$ cat config.mk
export PLATFORM = sky130hd
export DESIGN_NAME = freq_sel_ctrl
export DESIGN_NICKNAME = d
export VERILOG_FILES = /design/src/rtl/freq_sel_ctrl.sv
export SDC_FILE = /design/constraint.sdc
export NUM_CORES = 1
export LEC_CHECK = 0
export CAP_MARGIN = 0
export CORE_MARGIN = 4
export CORE_UTILIZATION = 45
export CTS_CLUSTER_DIAMETER = 200
export DETAILED_ROUTE_END_ITERATION = 12
export DONT_BUFFER_PORTS = 1
export SYNTH_ARGS = -nofsm -noshare
export SYNTH_HDL_FRONTEND = slang
export SYNTH_SLANG_ARGS = --single-unit
$ cat constraint.sdc
create_clock -name clk -period 3.8 [get_ports clk]
set_input_delay 0.95 -clock clk [delete_from_list [all_inputs] [get_ports clk]]
set_output_delay 0.95 -clock clk [all_outputs]
set_load 0.02 [all_outputs]
$ cat src/rtl/freq_sel_ctrl.sv
module freq_sel_ctrl #(
  parameter int CODE_W = 5,
  parameter int N_W    = 8,
  parameter int M_W    = 7,
  parameter int OFS    = 3
) (
  input  logic              clk,
  input  logic              rst,
  input  logic              pwrgd_n,
  input  logic [CODE_W-1:0] strap_code,
  input  logic [CODE_W-1:0] sw_code,
  input  logic              sw_override,
  input  logic              prog_en,
  input  logic [N_W-1:0]    n_val,
  input  logic              n_wr,
  input  logic [M_W-1:0]    m_val,
  input  logic              m_wr,
  input  logic              rec_active,
  input  logic              rec_sel,
  input  logic [N_W-1:0]    rec_n,
  input  logic [M_W-1:0]    rec_m,
  output logic [CODE_W-1:0] eff_code,
  output logic [N_W-1:0]    eff_n,
  output logic [M_W-1:0]    eff_m,
  output logic [N_W:0]      n_plus3,
  output logic [M_W:0]      m_plus3,
  output logic              nm_mode,
  output logic              ratio_bad,
  output logic              freq_evt
);
  localparam int TUP_W = CODE_W + N_W + M_W + 1;

  logic              armed, locked;
  logic [CODE_W-1:0] strap_q, sel_q;
  logic              ovr_q, prog_q;
  logic [N_W-1:0]    n_q, rn_q;
  logic [M_W-1:0]    m_q, rm_q;
  logic              rec_q, rsel_q;
  logic              wr_seen;
  logic [TUP_W-1:0]  prev_tup;
  logic              accept_wr;

  assign accept_wr = (n_wr | m_wr) & ~rec_active;
  assign locked    = ~armed;

  always_ff @(posedge clk) begin
    if (rst) begin
      armed   <= 1'b1;
      strap_q <= '0;
    end else if (armed && !pwrgd_n) begin
      armed   <= 1'b0;
      strap_q <= strap_code;
    end
  end

  always_ff @(posedge clk) begin
    if (rst) begin
      sel_q  <= '0;
      ovr_q  <= 1'b0;
      prog_q <= 1'b0;
      n_q    <= '0;
      m_q    <= '0;
    end else if (!rec_active) begin
      sel_q  <= sw_code;
      ovr_q  <= sw_override;
      prog_q <= prog_en;
      if (n_wr) n_q <= n_val;
      if (m_wr) m_q <= m_val;
    end
  end

  always_ff @(posedge clk) begin
    if (rst) begin
      rec_q  <= 1'b0;
      rsel_q <= 1'b0;
      rn_q   <= '0;
      rm_q   <= '0;
    end else begin
      rec_q  <= rec_active;
      rsel_q <= rec_sel;
      rn_q   <= rec_n;
      rm_q   <= rec_m;
    end
  end

  always_comb begin
    eff_code = ovr_q ? sel_q : strap_q;
    nm_mode  = prog_q;
    eff_n    = prog_q ? n_q : '0;
    eff_m    = prog_q ? m_q : '0;
    if (rec_q) begin
      nm_mode = rsel_q;
      if (rsel_q) begin
        eff_n = rn_q;
        eff_m = rm_q;
      end else begin
        eff_code = strap_q;
        eff_n    = '0;
        eff_m    = '0;
      end
    end
  end

  assign n_plus3   = {1'b0, eff_n} + (N_W+1)'(OFS);
  assign m_plus3   = {1'b0, eff_m} + (M_W+1)'(OFS);
  assign ratio_bad = nm_mode & ({1'b0, m_plus3} >= n_plus3);

  always_ff @(posedge clk) begin
    if (rst) begin
      wr_seen  <= 1'b0;
      prev_tup <= '0;
    end else begin
      wr_seen  <= accept_wr;
      prev_tup <= {eff_code, eff_n, eff_m, nm_mode};
    end
  end

  assign freq_evt = wr_seen | (prev_tup != {eff_code, eff_n, eff_m, nm_mode});

  p_strap_hold_r1: assert property (@(posedge clk) disable iff (rst)
    locked |=> $stable(strap_q));
  p_table_nm_zero_r2: assert property (@(posedge clk) disable iff (rst)
    !nm_mode |-> (eff_n == '0 && eff_m == '0));
  p_wr_event_r4: assert property (@(posedge clk) disable iff (rst)
    accept_wr |=> freq_evt);
  p_bad_needs_mode_r5: assert property (@(posedge clk) disable iff (rst)
    ratio_bad |-> nm_mode);
  p_rec_freeze_r7: assert property (@(posedge clk) disable iff (rst)
    rec_active |=> ($stable(n_q) && $stable(m_q) && $stable(ovr_q)));
endmodule

==> results of run 1 <==
[metrics by stage]
stage	setup WS [ns]	total power, mW	hold slack [ns]	instance area [um^2]	std cells
6_report	0.0659	1.73	0.447	4520	548
5_1_grt	-0.101	1.79	0.475	4520	548
4_1_cts	0.00240	1.72	0.452	4240	535
3_5_place_dp	0.128	0.964	0.433	3870	517
3_3_place_gp	0.214	0.961	0.426	3870	517
2_1_floorplan	0.00695	0.921	0.419	3550	401
[layer usage]
metal | part of all wire | up-vias | GRT usage
li1 | - | 1477 | -
met1 | 0.45 | 1424 | 0.297
met2 | 0.44 | 137 | 0.308
met3 | 0.087 | 25 | 0.0579
met4 | 0.024 | 0 | 0.0864
met5 | 0 | - | 0
[how the worst max path moves through the flow]
stage / startpoint / end / slack, ns / cells after the start
5_1_grt: prog_q$_SDFFE_PP0N_ / ratio_bad / -0.10 / 14
3_5_place_dp: rec_q$_SDFF_PP0_ / ratio_bad / 0.13 / 13
3_3_place_gp: rec_q$_SDFF_PP0_ / ratio_bad / 0.21 / 12
4_1_cts: rec_q$_SDFF_PP0_ / ratio_bad / 0.002 / 13
2_1_floorplan: prog_q$_SDFFE_PP0N_ / ratio_bad / 0.007 / 13
6_report: rec_q$_SDFF_PP0_ / ratio_bad / 0.07 / 13
[what timing repair did]
| action | in CTS | in global routing |
|---|---|---|
| pin swaps | 5 | 15 |
| endpoints found under the setup margin | 1 | 1 |
| gates resized for setup | 19 | 38 |
| setup buffers | 2 | 13 |
| gates cloned | 0 | 0 |
[state kept, by name, indices dropped and copies added (netlist names)]
signal and flops:
prog_q 1, sel_q 5, rsel_q 1, rec_q 1, wr_seen 1, m_q 7
n_q 8, rn_q 8, rm_q 7, strap_q 5, ovr_q 1, prev_tup 21
armed 1
[where the power goes]
part           internal [mW]  leakage [nW]  switching (mW)
Combinational          0.101          1.26           0.109
Sequential             0.733         0.552          0.0350
Clock                  0.474         0.126           0.280
[critical path, cell delays in order (launching register included)]
cell	delay, ns
sky130_fd_sc_hd__dfxtp_2	0.35
sky130_fd_sc_hd__and2_4	0.20
sky130_fd_sc_hd__a32oi_4	0.27
sky130_fd_sc_hd__buf_6	0.14
sky130_fd_sc_hd__nand2_1	0.05
sky130_fd_sc_hd__and3_4	0.16
sky130_fd_sc_hd__or2_4	0.26
sky130_fd_sc_hd__ha_2	0.18
sky130_fd_sc_hd__a21o_1	0.18
sky130_fd_sc_hd__a211oi_2	0.16
sky130_fd_sc_hd__o21ai_1	0.11
sky130_fd_sc_hd__a21oi_2	0.15
sky130_fd_sc_hd__nor3_2	0.05
sky130_fd_sc_hd__buf_4	0.16
[cell type report]
class / count / area share
multi-input combinational: 291 / 0.500
sequential: 67 / 0.298
timing repair buffer: 54 / 0.0999
clock buffer: 11 / 0.0335
tap: 99 / 0.0274
clock inverter: 5 / 0.0235
inverter: 21 / 0.0174
[Yosys cell counts, types with 4 or more instances]
cell type and instances:
sky130_fd_sc_hd__clkbuf_1 12, sky130_fd_sc_hd__o21a_1 5, sky130_fd_sc_hd__nor3_1 6, sky130_fd_sc_hd__buf_2 6, sky130_fd_sc_hd__nor4bb_1 5, sky130_fd_sc_hd__mux2i_1 29, sky130_fd_sc_hd__a32o_1 6, sky130_fd_sc_hd__o21ai_0 17
sky130_fd_sc_hd__a31o_2 5, sky130_fd_sc_hd__nor2b_1 31, sky130_fd_sc_hd__xnor2_1 22, sky130_fd_sc_hd__nand2_1 18, sky130_fd_sc_hd__nand3_1 6, sky130_fd_sc_hd__inv_1 21, sky130_fd_sc_hd__o22ai_1 4, sky130_fd_sc_hd__nor2_1 54
sky130_fd_sc_hd__a22oi_1 4, sky130_fd_sc_hd__dfxtp_1 67, sky130_fd_sc_hd__ha_1 9, sky130_fd_sc_hd__xor2_1 12, sky130_fd_sc_hd__a21oi_1 12
[kinds of logic (layout without fill, tap and decap cells)]
kind of cell	count (synthesis)	in the layout	synth area share
buf+inv	43	91	0.0492
flops	67	67	0.382
mux	31	31	0.0891
fa+ha+maj	9	9	0.0321
xor+xnor	34	34	0.0848
simple gates	138	138	0.203
compound gates	79	79	0.160
==> flow_summary.rst, run 1 <==
.. list-table::
   :header-rows: 1

   * - Metric
     - Value
   * - Minimum period implied by the final worst setup slack
     - 3.73 ns
   * - Sequential cell area
     - 1350 um^2
   * - Htree depth
     - 3
   * - Required time at the endpoint of the critical path
     - 2.85 ns
   * - Synthesis-stage register bit count
     - 67
   * - Capturing point of the worst reg2reg path
     - prev_tup[18]$_SDFF_PP0_
   * - Endpoint of the worst hold-timing path
     - armed$_SDFFE_PP1P_
   * - Maximum clock rate
     - 268 MHz
   * - Via count of the first global-routing pass
     - 2,854
   * - Filler cells
     - 629
   * - Post-synthesis cell count
     - 401
   * - Peak supply drop
     - 0.212 mV
   * - Biggest area consumer among synthesized cells
     - sky130_fd_sc_hd__dfxtp_1
   * - Post-synthesis instance area
     - 3510 um^2
   * - Number of nets with antenna violations after routing
     - 0
   * - Die boundary width
     - 96.3 um
   * - Worst reg2reg path startpoint
     - rec_q$_SDFF_PP0_
   * - Outcome
     - completed
   * - Most common cell after layout, fill and taps aside
     - sky130_fd_sc_hd__dfxtp_1
   * - Avg Cell Area, Syn
     - 8.76 um^2
   * - Relative max-transition margin
     - 0.437
   * - Pin slew with the least headroom to its limit
     - 0.843 ns
   * - Die extent in y
     - 96.3 um
   * - Worst Min Path Start
     - armed$_SDFFE_PP1P_
   * - Setup slack of the most critical reg-to-reg path
     - 2.05 ns
   * - Crit path max fanout
     - 6
   * - Share of the clock period used by the worst path
     - 0.983
   * - Type of destination of the critical path
     - output port
   * - Inserted Clock Buffers
     - 9
   * - Total global-route track usage
     - 0.213
   * - Total setup violations reported at the end of the flow
     - 0
   * - Vias post-DR
     - 3,063
   * - Reported leakage power
     - 1.93 nW
   * - Insertion delay to the later sink of the worst-skew pair
     - 0.34 ns
   * - Row cnt
     - 31
   * - Starting density of the core
     - 0.474
   * - Number of I/O port buffers
     - 0
   * - MaxCap Viol Count
     - 0
   * - Critical path startpoint category
     - flop
   * - Area delta synth->final
     - 28.7%
   * - Area of the core region
     - 7410 um^2
   * - Antenna diode count
     - 0
   * - Total count of hold-check failures in the final report
     - 0
   * - Area of the die
     - 9280 um^2
   * - Ratio of cells with drive above 1 in the final layout
     - 0.269
   * - Share of the core filled with cells in the final layout
     - 0.610
   * - Syn. warnings
     - 0
   * - DRC violation count after routing
     - 0
   * - Fraction of post-synthesis cell area in the top cell type by area
     - 0.382
   * - Commonest cells after routing, fill and taps aside
     - 63 x sky130_fd_sc_hd__dfxtp_1, 54 x sky130_fd_sc_hd__nor2_1, 46 x sky130_fd_sc_hd__buf_4
   * - Area of the multi-input gates
     - 2260 um^2
   * - Hpwl dp
     - 7210 um
   * - Number of enable-type register cells in the synthesized netlist
     - 0
   * - RePlAce Congestion
     - 0.914
   * - Power density over cell area
     - 383 nW/um^2
   * - Clock Tree Root
     - sky130_fd_sc_hd__clkbuf_8
   * - Global-route wire length before repair
     - 14,800 um
   * - Path type of the worst setup path
     - reg -> out
   * - Register area share after synthesis
     - 0.382
   * - First-pass DRT Iterations
     - 4
   * - Count of hold-fix buffers inserted at cts
     - 0
   * - Worst Clk Skew
     - 0.0147 ns
   * - Ratio of routed vias to standard cells
     - 5.59
   * - Main area contributors after synthesis
     - sky130_fd_sc_hd__dfxtp_1 38%, sky130_fd_sc_hd__mux2i_1 8.3%, sky130_fd_sc_hd__nor2_1 5.8%
   * - Clock buffer depth
     - 2
   * - Final net count
     - 502
   * - Worst R2R Path Depth
     - 6
   * - Instance count along the most critical hold path
     - 1
   * - TritonCTS clock tree
     - done
   * - Total negative slack for setup checks
     - 0 ns
   * - Pin count of the biggest net entering global routing
     - 68
   * - Leading register cell type out of synthesis
     - sky130_fd_sc_hd__dfxtp_1
   * - Post-synthesis async set-or-reset flop share
     - 0
   * - Routed WL per cell
     - 18.2 um
   * - Critical Path AT
     - 2.78 ns
   * - Final wirelength
     - 9960 um
   * - Sink count of the clock tree
     - 67
   * - Global route overflow
     - 0
   * - Number of nets in the synthesized netlist
     - 459
   * - Clock transition at the registers of the reported paths
     - 0.08 ns
   * - 1st-iter DRT viols
     - 129
   * - Final-report max-slew violation count
     - 0
   * - Number of distinct standard cells referenced by the synthesized netlist
     - 51
   * - Count of pins on the block boundary
     - 89
   * - Antenna violations before repair
     - 0
   * - Path category of the worst min-delay check
     - reg -> reg
Power figures use the tool's default switching activity.
==> run 2: changes to the inputs <==
==> constraint.sdc (replaced) <==
create_clock -name clk -period 3.8 [get_ports clk]
set_input_delay 0.76 -clock clk [delete_from_list [all_inputs] [get_ports clk]]
set_output_delay 0.76 -clock clk [all_outputs]
set_load 0.02 [all_outputs]
==> run 2 against run 1 <==
Via count fell by 7.7%. Critical endpoint unchanged. Cell count is 4.6% lower. Clock skew down 0.0025 ns. Global-route usage down 1.1 points. Non-clock buffer count is 25 lower. Critical path depth is 1 lower. Sequential cell count unchanged. Clock power fell by 21%.
==> flow_summary.rst, run 2 (same netlist as run 1, synthesis figures left out) <==
.. list-table::
   :header-rows: 1

   * - Metric
     - Value
   * - Worst Clk Skew
     - 0.0122 ns (-0.00253 ns)
   * - Row cnt
     - 31 (unchanged)
   * - First-pass DRT Iterations
     - 4 (unchanged)
   * - Share of the clock period used by the worst path
     - 0.954 (-0.0287)
   * - Die extent in y
     - 96.3 um (unchanged)
   * - Clock buffer depth
     - 2 (unchanged)
   * - 1st-iter DRT viols
     - 156 (+21%)
   * - Relative max-transition margin
     - 0.434 (-0.00359)
   * - Area delta synth->final
     - 15.2%
   * - Crit path max fanout
     - 9 (+3)
   * - Reported leakage power
     - 1.66 nW (-14%)
   * - Required time at the endpoint of the critical path
     - 3.04 ns (+0.19 ns)
   * - Global route overflow
     - 0 (unchanged)
   * - Insertion delay to the later sink of the worst-skew pair
     - 0.34 ns (about the same)
   * - Clock Tree Root
     - sky130_fd_sc_hd__clkbuf_8
   * - Outcome
     - completed
   * - RePlAce Congestion
     - 0.830 (-9.2%)
   * - Via count of the first global-routing pass
     - 2,641 (-7.5%)
   * - Count of pins on the block boundary
     - 89 (unchanged)
   * - Critical path startpoint category
     - flop
   * - Register with the most flip-flops
     - prev_tup
   * - Antenna diode count
     - 0 (unchanged)
   * - Area of the core region
     - 7410 um^2 (unchanged)
   * - Number of nets with antenna violations after routing
     - 0 (unchanged)
   * - Htree depth
     - 3 (unchanged)
   * - Path type of the worst setup path
     - reg -> out
   * - Peak supply drop
     - 0.162 mV (-23%)
   * - Pin slew with the least headroom to its limit
     - 0.848 ns (+0.00538 ns)
   * - Clock transition at the registers of the reported paths
     - 0.08 ns (about the same)
   * - Sink count of the clock tree
     - 67 (unchanged)
   * - Pin count of the biggest net entering global routing
     - 68 (unchanged)
   * - Total count of hold-check failures in the final report
     - 0 (unchanged)
   * - Total global-route track usage
     - 0.202 (-0.0108)
   * - Commonest cells after routing, fill and taps aside
     - 65 x sky130_fd_sc_hd__dfxtp_1, 54 x sky130_fd_sc_hd__nor2_1, 31 x sky130_fd_sc_hd__nor2b_1
   * - Number of I/O port buffers
     - 0 (unchanged)
   * - Ratio of cells with drive above 1 in the final layout
     - 0.165 (-0.104)
   * - DRC violation count after routing
     - 0 (unchanged)
   * - Maximum clock rate
     - 276 MHz (+3.0%)
   * - Total negative slack for setup checks
     - 0 ns (unchanged)
   * - Most common cell after layout, fill and taps aside
     - sky130_fd_sc_hd__dfxtp_1
   * - Type of destination of the critical path
     - output port
   * - Final net count
     - 477 (-5.0%)
   * - Crit path setup slack, layout
     - 0.175 ns (+0.109 ns)
   * - Count of hold-fix buffers inserted at cts
     - 0 (unchanged)
   * - Die boundary width
     - 96.3 um (unchanged)
   * - Hpwl dp
     - 6810 um (-5.5%)
   * - Ratio of routed vias to standard cells
     - 5.41 (-3.3%)
   * - Routed WL per cell
     - 17.0 um (-6.6%)
   * - Inserted Clock Buffers
     - 9 (unchanged)
   * - Final wirelength
     - 8880 um (-11%)
   * - Vias post-DR
     - 2,828 (-7.7%)
   * - Minimum period implied by the final worst setup slack
     - 3.63 ns (-0.109 ns)
   * - MaxCap Viol Count
     - 0 (unchanged)
   * - Global-route wire length before repair
     - 14,100 um (-4.8%)
   * - Area of the die
     - 9280 um^2 (unchanged)
   * - TritonCTS clock tree
     - done
   * - Critical Path AT
     - 2.87 ns (+0.09 ns)
   * - Starting density of the core
     - 0.474 (unchanged)
   * - Antenna violations before repair
     - 0 (unchanged)
   * - Total setup violations reported at the end of the flow
     - 0 (unchanged)
   * - Number of flip-flops in the largest register
     - 21 (unchanged)
   * - Registers with the most flip-flops
     - prev_tup (21), n_q (8), rn_q (8)
   * - Minimum setup slack after placement
     - 0.163 ns (+0.0346 ns)
   * - Path category of the worst min-delay check
     - reg -> reg
   * - Final-report max-slew violation count
     - 0 (unchanged)
   * - Power density over cell area
     - 381 nW/um^2 (-0.54%)
   * - Setup repair after global routing missed its margin
     - false
run 2: repair_timing:
action,4_1_cts,5_1_grt
pin swaps,0,3
buffers inserted,0,0
gates resized for setup,5,12
endpoints found under the setup margin,1,1
run 2: layer usage:
layer | up-vias | routed length (um) | share of wire | global-route usage
met5 | - | 0 | 0 | 0
met4 | 0 | 103 | 0.012 | 0.0631
met3 | 8 | 758 | 0.085 | 0.0539
met2 | 96 | 3700 | 0.42 | 0.279
met1 | 1292 | 4320 | 0.49 | 0.301
li1 | 1432 | - | - | -
run 2: worst max-delay path, stage by stage, from the launching register on:
cell and delay (ns):
sky130_fd_sc_hd__dfxtp_4 0.38, sky130_fd_sc_hd__and2_4 0.20, sky130_fd_sc_hd__a32oi_4 0.22, sky130_fd_sc_hd__buf_6 0.17, sky130_fd_sc_hd__nand2_1 0.07, sky130_fd_sc_hd__and3_1 0.22
sky130_fd_sc_hd__or2_2 0.32, sky130_fd_sc_hd__ha_1 0.20, sky130_fd_sc_hd__a21o_1 0.18, sky130_fd_sc_hd__a211oi_2 0.20, sky130_fd_sc_hd__o21ai_1 0.10, sky130_fd_sc_hd__a21oi_2 0.19
sky130_fd_sc_hd__nor3_4 0.08
run 2: power breakdown:
| group | total (mW) | internal [mW] | switching (mW) |
|---|---|---|---|
| Clock | 0.594 | 0.320 | 0.273 |
| Combinational | 0.180 | 0.0824 | 0.0980 |
| Sequential | 0.768 | 0.733 | 0.0349 |
| Total | 1.54 | 1.14 | 0.406 |
run 2: path summary, 6_finish.rpt:
path	endpoint	cells after the start	start	slack, ns
min reg2reg	armed$_SDFFE_PP1P_	1	armed$_SDFFE_PP1P_	0.45
min	armed$_SDFFE_PP1P_	1	armed$_SDFFE_PP1P_	0.45
max	ratio_bad	12	rec_q$_SDFF_PP0_	0.17
max reg2reg	prev_tup[19]$_SDFF_PP0_	6	rec_q$_SDFF_PP0_	2.00
run 2: through the flow:
step / hold slack [ns] / area [um^2] / instances / utilization / power, mW
floorplan: 0.419 / 3530 / 401 / - / 0.921
global placement: 0.426 / 3780 / 507 / 0.510 / 0.954
detailed placement: 0.433 / 3780 / 507 / 0.510 / 0.957
CTS: 0.453 / 4000 / 523 / 0.539 / 1.56
global route: 0.450 / 4050 / 523 / 0.546 / 1.61
finish: 0.447 / 4050 / 523 / 0.546 / 1.54
run 2: final cells by class:
class / count / area [um^2]
Fill cell: 703 / 3360
Multi-Input combinational cell: 291 / 2070
Sequential cell: 67 / 1350
Timing Repair Buffer: 29 / 221
Clock buffer: 10 / 138
Tap cell: 99 / 124
Inverter: 21 / 78.8
Clock inverter: 6 / 65.1
